## config.mk

```make
export PLATFORM = sky130hd
export DESIGN_NAME = sync_err_mon
export DESIGN_NICKNAME = d
export VERILOG_FILES = /design/src/rtl/sync_mon_pkg.sv /design/src/rtl/sync_edge_det.sv /design/src/rtl/line_frame_cnt.sv /design/src/rtl/sync_err_eval.sv /design/src/rtl/sync_err_mon.sv
export SDC_FILE = /design/constraint.sdc
export NUM_CORES = 1
export LEC_CHECK = 0
export ABC_AREA = 1
export BUFFER_PORTS_ARGS = -buffer_cell sky130_fd_sc_hd__buf_2
export CAP_MARGIN = 20
export CORE_MARGIN = 2
export CORE_UTILIZATION = 41
export CTS_BUF_LIST = sky130_fd_sc_hd__clkbuf_4
export DETAILED_ROUTE_END_ITERATION = 12
export PLACE_DENSITY_LB_ADDON = 0.05
export SETUP_SLACK_MARGIN = 0.02
export SYNTH_ARGS = -nofsm -noshare
export SYNTH_HDL_FRONTEND = slang
export SYNTH_SLANG_ARGS = --single-unit
```

## constraint.sdc

```tcl
create_clock -name clk -period 1.8 [get_ports clk]
set_input_delay 0.27 -clock clk [delete_from_list [all_inputs] [get_ports clk]]
set_output_delay 0.27 -clock clk [all_outputs]
set_load 0.02 [all_outputs]
```

## src/rtl/sync_mon_pkg.sv

```systemverilog
package sync_mon_pkg;

  localparam int CMP_W = 16;

  typedef logic [CMP_W-1:0] cmp_t;

  typedef enum logic {
    EDGE_RISE,
    EDGE_ANY
  } edge_kind_e;

  // Half-open window test: lo <= pos < hi
  function automatic logic in_span(cmp_t pos, cmp_t lo, cmp_t hi);
    return (pos >= lo) && (pos < hi);
  endfunction

endpackage

```

## src/rtl/sync_edge_det.sv

```systemverilog
module sync_edge_det #(
  parameter int                      STAGES = 2,
  parameter sync_mon_pkg::edge_kind_e KIND  = sync_mon_pkg::EDGE_RISE
) (
  input  logic clk,
  input  logic rst_n,
  input  logic din,
  output logic evt
);

  logic [STAGES-1:0] chain;
  logic              last;

  always_ff @(posedge clk) begin
    if (!rst_n) begin
      chain <= '0;
      last  <= 1'b0;
    end else begin
      chain <= {chain[STAGES-2:0], din};
      last  <= chain[STAGES-1];
    end
  end

  generate
    if (KIND == sync_mon_pkg::EDGE_RISE) begin : g_rise
      assign evt = chain[STAGES-1] & ~last;


      rise_single_chk: assert property (@(posedge clk) disable iff (!rst_n)
        evt |=> !evt);
    end else begin : g_any
      assign evt = chain[STAGES-1] ^ last;
    end
  endgenerate

endmodule

```

## src/rtl/line_frame_cnt.sv

```systemverilog
module line_frame_cnt #(
  parameter int CNT_W = 12
) (
  input  logic             clk,
  input  logic             rst_n,
  input  logic             hs_rise,
  input  logic             vs_rise,
  output logic [CNT_W-1:0] h_cnt,
  output logic [CNT_W-1:0] v_cnt
);

  localparam logic [CNT_W-1:0] CNT_MAX = '1;

  always_ff @(posedge clk) begin
    if (!rst_n)              h_cnt <= '0;
    else if (hs_rise)        h_cnt <= '0;
    else if (h_cnt != CNT_MAX) h_cnt <= h_cnt + 1'b1;
  end

  always_ff @(posedge clk) begin
    if (!rst_n)                           v_cnt <= '0;
    else if (vs_rise)                     v_cnt <= '0;
    else if (hs_rise && v_cnt != CNT_MAX) v_cnt <= v_cnt + 1'b1;
  end


  h_restart_chk: assert property (@(posedge clk) disable iff (!rst_n)
    hs_rise |=> (h_cnt == '0));


  v_restart_chk: assert property (@(posedge clk) disable iff (!rst_n)
    vs_rise |=> (v_cnt == '0));

endmodule

```

## src/rtl/sync_err_eval.sv

```systemverilog
module sync_err_eval #(
  parameter int CNT_W = 12
) (
  input  logic             clk,
  input  logic             rst_n,
  input  logic             hs_rise,
  input  logic             vs_rise,
  input  logic             fld_chg,
  input  logic [CNT_W-1:0] h_cnt,
  input  logic [CNT_W-1:0] v_cnt,
  input  logic [CNT_W-1:0] h_lo,
  input  logic [CNT_W-1:0] h_hi,
  input  logic [CNT_W-1:0] v_lo,
  input  logic [CNT_W-1:0] v_hi,
  output logic             sync_seen_o,
  output logic             h_err_o,
  output logic             v_err_o,
  output logic             odd_tgl_o
);

  import sync_mon_pkg::*;

  logic armed;
  logic h_hit;
  logic v_hit;

  assign h_hit = hs_rise & armed & in_span(cmp_t'(h_cnt), cmp_t'(h_lo), cmp_t'(h_hi));
  assign v_hit = vs_rise & armed & in_span(cmp_t'(v_cnt), cmp_t'(v_lo), cmp_t'(v_hi));

  always_ff @(posedge clk) begin
    if (!rst_n) begin
      armed       <= 1'b0;
      sync_seen_o <= 1'b0;
      h_err_o     <= 1'b0;
      v_err_o     <= 1'b0;
      odd_tgl_o   <= 1'b0;
    end else begin
      if (vs_rise) armed <= 1'b1;
      sync_seen_o <= hs_rise | vs_rise;
      h_err_o     <= h_hit;
      v_err_o     <= v_hit;
      odd_tgl_o   <= fld_chg;
    end
  end


  err_needs_arm_chk: assert property (@(posedge clk) disable iff (!rst_n)
    (h_err_o || v_err_o) |-> $past(armed));


  h_err_with_sync_chk: assert property (@(posedge clk) disable iff (!rst_n)
    h_err_o |-> sync_seen_o);


  v_err_with_sync_chk: assert property (@(posedge clk) disable iff (!rst_n)
    v_err_o |-> sync_seen_o);

endmodule

```

## src/rtl/sync_err_mon.sv

```systemverilog
module sync_err_mon #(
  parameter int CNT_W     = 12,
  parameter int SYNC_STGS = 2
) (
  input  logic             clk,
  input  logic             rst_n,
  input  logic             hsync_in,
  input  logic             vsync_in,
  input  logic             field_in,
  input  logic [CNT_W-1:0] h_win_lo,
  input  logic [CNT_W-1:0] h_win_hi,
  input  logic [CNT_W-1:0] v_win_lo,
  input  logic [CNT_W-1:0] v_win_hi,
  output logic             sync_seen_o,
  output logic             h_err_o,
  output logic             v_err_o,
  output logic             odd_tgl_o
);

  logic             hs_rise;
  logic             vs_rise;
  logic             fld_chg;
  logic [CNT_W-1:0] h_cnt;
  logic [CNT_W-1:0] v_cnt;

  sync_edge_det #(.STAGES(SYNC_STGS), .KIND(sync_mon_pkg::EDGE_RISE)) u_hs_det (
    .clk(clk), .rst_n(rst_n), .din(hsync_in), .evt(hs_rise));

  sync_edge_det #(.STAGES(SYNC_STGS), .KIND(sync_mon_pkg::EDGE_RISE)) u_vs_det (
    .clk(clk), .rst_n(rst_n), .din(vsync_in), .evt(vs_rise));

  sync_edge_det #(.STAGES(SYNC_STGS), .KIND(sync_mon_pkg::EDGE_ANY)) u_fld_det (
    .clk(clk), .rst_n(rst_n), .din(field_in), .evt(fld_chg));

  line_frame_cnt #(.CNT_W(CNT_W)) u_cnt (
    .clk(clk), .rst_n(rst_n), .hs_rise(hs_rise), .vs_rise(vs_rise),
    .h_cnt(h_cnt), .v_cnt(v_cnt));

  sync_err_eval #(.CNT_W(CNT_W)) u_eval (
    .clk(clk), .rst_n(rst_n), .hs_rise(hs_rise), .vs_rise(vs_rise),
    .fld_chg(fld_chg), .h_cnt(h_cnt), .v_cnt(v_cnt),
    .h_lo(h_win_lo), .h_hi(h_win_hi), .v_lo(v_win_lo), .v_hi(v_win_hi),
    .sync_seen_o(sync_seen_o), .h_err_o(h_err_o), .v_err_o(v_err_o),
    .odd_tgl_o(odd_tgl_o));


  fld_not_sync_chk: assert property (@(posedge clk) disable iff (!rst_n)
    (fld_chg && !hs_rise && !vs_rise) |=> (odd_tgl_o && !sync_seen_o));

endmodule

```

==> report_table.html <==
<table>
<tr><th>Metric</th><th>Value</th></tr>
<tr><th colspan="2">Detailed routing</th></tr>
<tr><td>DRC marker count from the first detailed-route iteration</td><td>76</td></tr>
<tr><td>Via density per instance</td><td>4.513</td></tr>
<tr><td>Post-detailed-route count of antenna-violating nets</td><td>0</td></tr>
<tr><td>Vias</td><td>2708</td></tr>
<tr><td>Detailed Route WL</td><td>6.258 mm</td></tr>
<tr><td>DR WL/cell</td><td>10.43 µm</td></tr>
<tr><td>Number of remaining DRC errors</td><td>0</td></tr>
<tr><td>Router iterations before antenna repair</td><td>4</td></tr>
<tr><th colspan="2">Placement</th></tr>
<tr><td>Routability-driven placement congestion ratio</td><td>0.7780</td></tr>
<tr><td>Number of buffers inserted by port buffering</td><td>56</td></tr>
<tr><td>Half-perimeter wire length after placement</td><td>5.141 mm</td></tr>
<tr><th colspan="2">Run status</th></tr>
<tr><td>Run status</td><td>complete, no violations</td></tr>
<tr><th colspan="2">Cells and area</th></tr>
<tr><td>Layout cell share with drive strength beyond 1</td><td>19.96%</td></tr>
<tr><td>Total number of nets in the final design</td><td>601</td></tr>
<tr><td>Antenna diode instance count</td><td>0</td></tr>
<tr><td>Share of the core filled with cells</td><td>47.97%</td></tr>
<tr><td>Area added between synthesis and finish</td><td>15.01%</td></tr>
<tr><th colspan="2">Critical path</th></tr>
<tr><td>Kind of launch point of the worst setup path</td><td>flop</td></tr>
<tr><td>Top fanout value on the critical path</td><td>12</td></tr>
<tr><td>Kind of end point of the critical path</td><td>flop</td></tr>
<tr><td>Worst-path cell with the longest stage delay</td><td>dfxtp_1</td></tr>
<tr><td>Required time of the critical path</td><td>2060 ps</td></tr>
<tr><td>Cell chain of the critical path</td><td>ha_1, nand2_1, nor2_2, nand2_2, nor2_4, nand3_2, a21oi_1, nor2_1</td></tr>
<tr><td>Critical path buffers and inverters</td><td>0</td></tr>
<tr><td>Classification of the worst setup path</td><td>flop to flop</td></tr>
<tr><td>Cell class contributing the biggest share of worst-path delay</td><td>simple AND/OR/NAND/NOR gates</td></tr>
<tr><td>Data arrival time of the critical path</td><td>1840 ps</td></tr>
<tr><td>R2r setup slk</td><td>220 ps</td></tr>
<tr><td>Delay of the slowest critical-path stage</td><td>430 ps</td></tr>
<tr><th colspan="2">Synthesis</th></tr>
<tr><td>Library cell occupying the most area in the post-synthesis netlist</td><td>dfxtp_1</td></tr>
<tr><td>Synth Cell Area</td><td>0.002993 mm²</td></tr>
<tr><td>Synthesized netlist cell count</td><td>437</td></tr>
<tr><td>Portion of synthesized cell area occupied by the leading cell type</td><td>25.42%</td></tr>
<tr><td>Post-Syn Nets</td><td>538</td></tr>
<tr><td>Number of warnings printed during yosys synthesis</td><td>0</td></tr>
<tr><td>Flop and latch count out of synthesis</td><td>38</td></tr>
<tr><td>Top post-synthesis cells by area</td><td>dfxtp_1, ha_1, nand2_1</td></tr>
<tr><td>Sequential fraction of the synthesis area</td><td>25.42%</td></tr>
<tr><td>Count of different cell masters after synthesis</td><td>29</td></tr>
<tr><td>Synthesized area per cell</td><td>6.849 µm²</td></tr>
<tr><th colspan="2">STA</th></tr>
<tr><td>Max-Slew Margin vs Limit</td><td>64.21%</td></tr>
<tr><td>Count of final hold-check violations</td><td>0</td></tr>
<tr><td>RSZ-0062 raised after global routing</td><td>no</td></tr>
<tr><td>Maximum frequency from static timing analysis</td><td>633.8 MHz</td></tr>
<tr><td>Final critical-path share of the clock period</td><td>87.66%</td></tr>
<tr><td>Max Slew Vio Count</td><td>0</td></tr>
<tr><td>Clk_skew</td><td>15.34 ps</td></tr>
<tr><td>Number of setup violations in the final report</td><td>0</td></tr>
<tr><td>Measured slew at the worst slew-check pin</td><td>536.3 ps</td></tr>
<tr><td>Time the final worst path needs with I/O delays and setup</td><td>1578 ps</td></tr>
<tr><td>Setup TNS</td><td>0 ps</td></tr>
<tr><th colspan="2">Worst hold path</th></tr>
<tr><td>Worst min-delay path category</td><td>primary input to flop</td></tr>
<tr><th colspan="2">Floorplan</th></tr>
<tr><td>Overall die area</td><td>0.008000 mm²</td></tr>
<tr><td>Row count</td><td>31</td></tr>
<tr><td>Number of ports placed on the die boundary</td><td>57</td></tr>
<tr><td>Chip height</td><td>89.44 µm</td></tr>
<tr><td>Starting Density</td><td>41.71%</td></tr>
<tr><td>DIE WIDTH</td><td>89.44 µm</td></tr>
<tr><td>Core area</td><td>0.007176 mm²</td></tr>
<tr><th colspan="2">Clock tree</th></tr>
<tr><td>Sinks on the clock net</td><td>38</td></tr>
<tr><td>Quantity of hold-fixing buffers added after cts</td><td>0</td></tr>
<tr><td>H-tree levels</td><td>2</td></tr>
<tr><td>Buffer depth of the longest clock path</td><td>2</td></tr>
<tr><td>Number of buffers added for setup after CTS</td><td>0</td></tr>
<tr><td>Cell chosen for the clock root</td><td>clkbuf_4</td></tr>
<tr><td>Clock slew seen by the registers of the worst setup and hold paths</td><td>140 ps</td></tr>
<tr><td>Number of CTS-inserted buffers</td><td>5</td></tr>
<tr><td>Count of instances resized after the clock tree is built</td><td>0</td></tr>
<tr><td>Clock latency reported for the late side of the worst-skew pair</td><td>360 ps</td></tr>
<tr><td>CTS tree</td><td>built</td></tr>
<tr><th colspan="2">Pwr</th></tr>
<tr><td>Static leakage</td><td>1.927 nW</td></tr>
<tr><td>Pwr per Cell Area</td><td>455.3 mW/mm²</td></tr>
<tr><td>IR drop worst, VDD</td><td>0.0001633 V</td></tr>
<tr><th colspan="2">Global route</th></tr>
<tr><td>Remaining global-route overflow</td><td>0</td></tr>
<tr><td>Pin count of the biggest net entering global routing</td><td>14</td></tr>
<tr><td>All-Layer GR Usage</td><td>17.09%</td></tr>
<tr><td>Global-route wire length before repair</td><td>10.74 mm</td></tr>
<tr><td>Number of global-route vias before repair</td><td>2617</td></tr>
<tr><td>Antenna violations before repair</td><td>0</td></tr>
<tr><th colspan="2">Job</th></tr>
<tr><td>Max-cap violation count</td><td>0</td></tr>
</table>
-- state kept, by name (all words and copies together) (netlist names), 2 cells and up --
signal           count
u_cnt.h_cnt         12
u_cnt.v_cnt         12
u_fld_det.chain      2
u_hs_det.chain       2
u_vs_det.chain       2
-- cells in the final DEF (no fill, tap or decap), drive strengths merged --
cell / instances
a21boi: 1
a21oi: 35
a31oi: 1
and3: 1
buf: 61
clkbuf: 5
clkinv: 2
clkinvlp: 1
dfxtp: 38
ha: 48
inv: 94
nand2: 122
nand3: 14
nand4: 9
nor2: 41
nor3: 7
nor3b: 1
o21ai: 9
o21bai: 1
xnor2: 4
xor2: 6
-- metrics by stage --
stage	total power (W)	instance area (µm²)	hold WS, ps	cells	worst slack, ps
after detailed placement	0.001132	3388	409.5	592	215.6
after global routing	0.001669	3442	82.59	600	42.80
after global placement	0.001126	3388	396.0	592	247.5
final	0.001567	3442	83.48	600	222.2
after CTS	0.001595	3442	73.43	600	191.9
after floorplan	0.001035	2993	367.6	437	387.8
-- per-layer routing --
metal  part of all wire, %  vias to the layer above  global-route usage, %  routed length [µm]
met4                  0.81                        0                  3.664                  51
met5                     0                        -                      0                   0
met1                    45                     1187                  18.67                2812
met2                    52                       29                  34.07                3254
li1                      -                     1486                      -                   -
met3                   2.2                        6                  2.770                 140
-- cell usage after synthesis, drive strengths merged --
cell type / number
a21boi: 1
a21oi: 35
a31oi: 1
and3: 1
buf: 4
clkbuf: 1
dfxtp: 38
ha: 48
inv: 94
nand2: 122
nand3: 14
nand4: 9
nor2: 41
nor3: 7
nor3b: 1
o21ai: 9
o21bai: 1
xnor2: 4
xor2: 6
-- cell families after synthesis --
| group | Yosys count | share of synthesized area (%) |
|---|---|---|
| simple gates | 195 | 28.93 |
| buf+inv | 99 | 13.34 |
| fa+ha+maj | 48 | 20.07 |
| compound gates | 47 | 9.323 |
| flops | 38 | 25.42 |
| xor+xnor | 10 | 2.926 |
-- worst paths after layout --
| path | from | endpoint | depth (start not counted) |
|---|---|---|---|
| worst min register to register | u_fld_det.chain[0] | u_fld_det.chain[1] | 2 |
| worst max register to register | u_cnt.h_cnt[1] | u_cnt.h_cnt[4] | 8 |
| worst min-delay path | vsync_in | u_vs_det.chain[0] | 3 |
| worst max-delay path | u_cnt.h_cnt[1] | u_cnt.h_cnt[4] | 8 |
-- worst register-to-register path: stages, from the launching register on --
cell	delay, ps
dfxtp_1	430
ha_1	210
nand2_1	90
nor2_2	100
nand2_2	70
nor2_4	100
nand3_2	220
a21oi_1	210
nor2_1	60
-- layout make-up --
class,count,area [µm²]
inverters,94,352.8
fillers,759,3734
repair buffers,61,317.8
multi-input cells,300,1833
clock buffers,5,37.54
clock inverters,3,16.27
well taps,99,123.9
flip-flops and latches,38,760.7
-- power breakdown --
group | leakage [nW] | internal (W) | switching (W)
Clock | 0.0286 | 0.000146 | 0.000313
Sequential | 0.309 | 0.000860 | 0.0000129
Combinational | 1.59 | 0.000106 | 0.000130
Total | 1.93 | 0.00111 | 0.000456
Power figures use the tool's default switching activity.
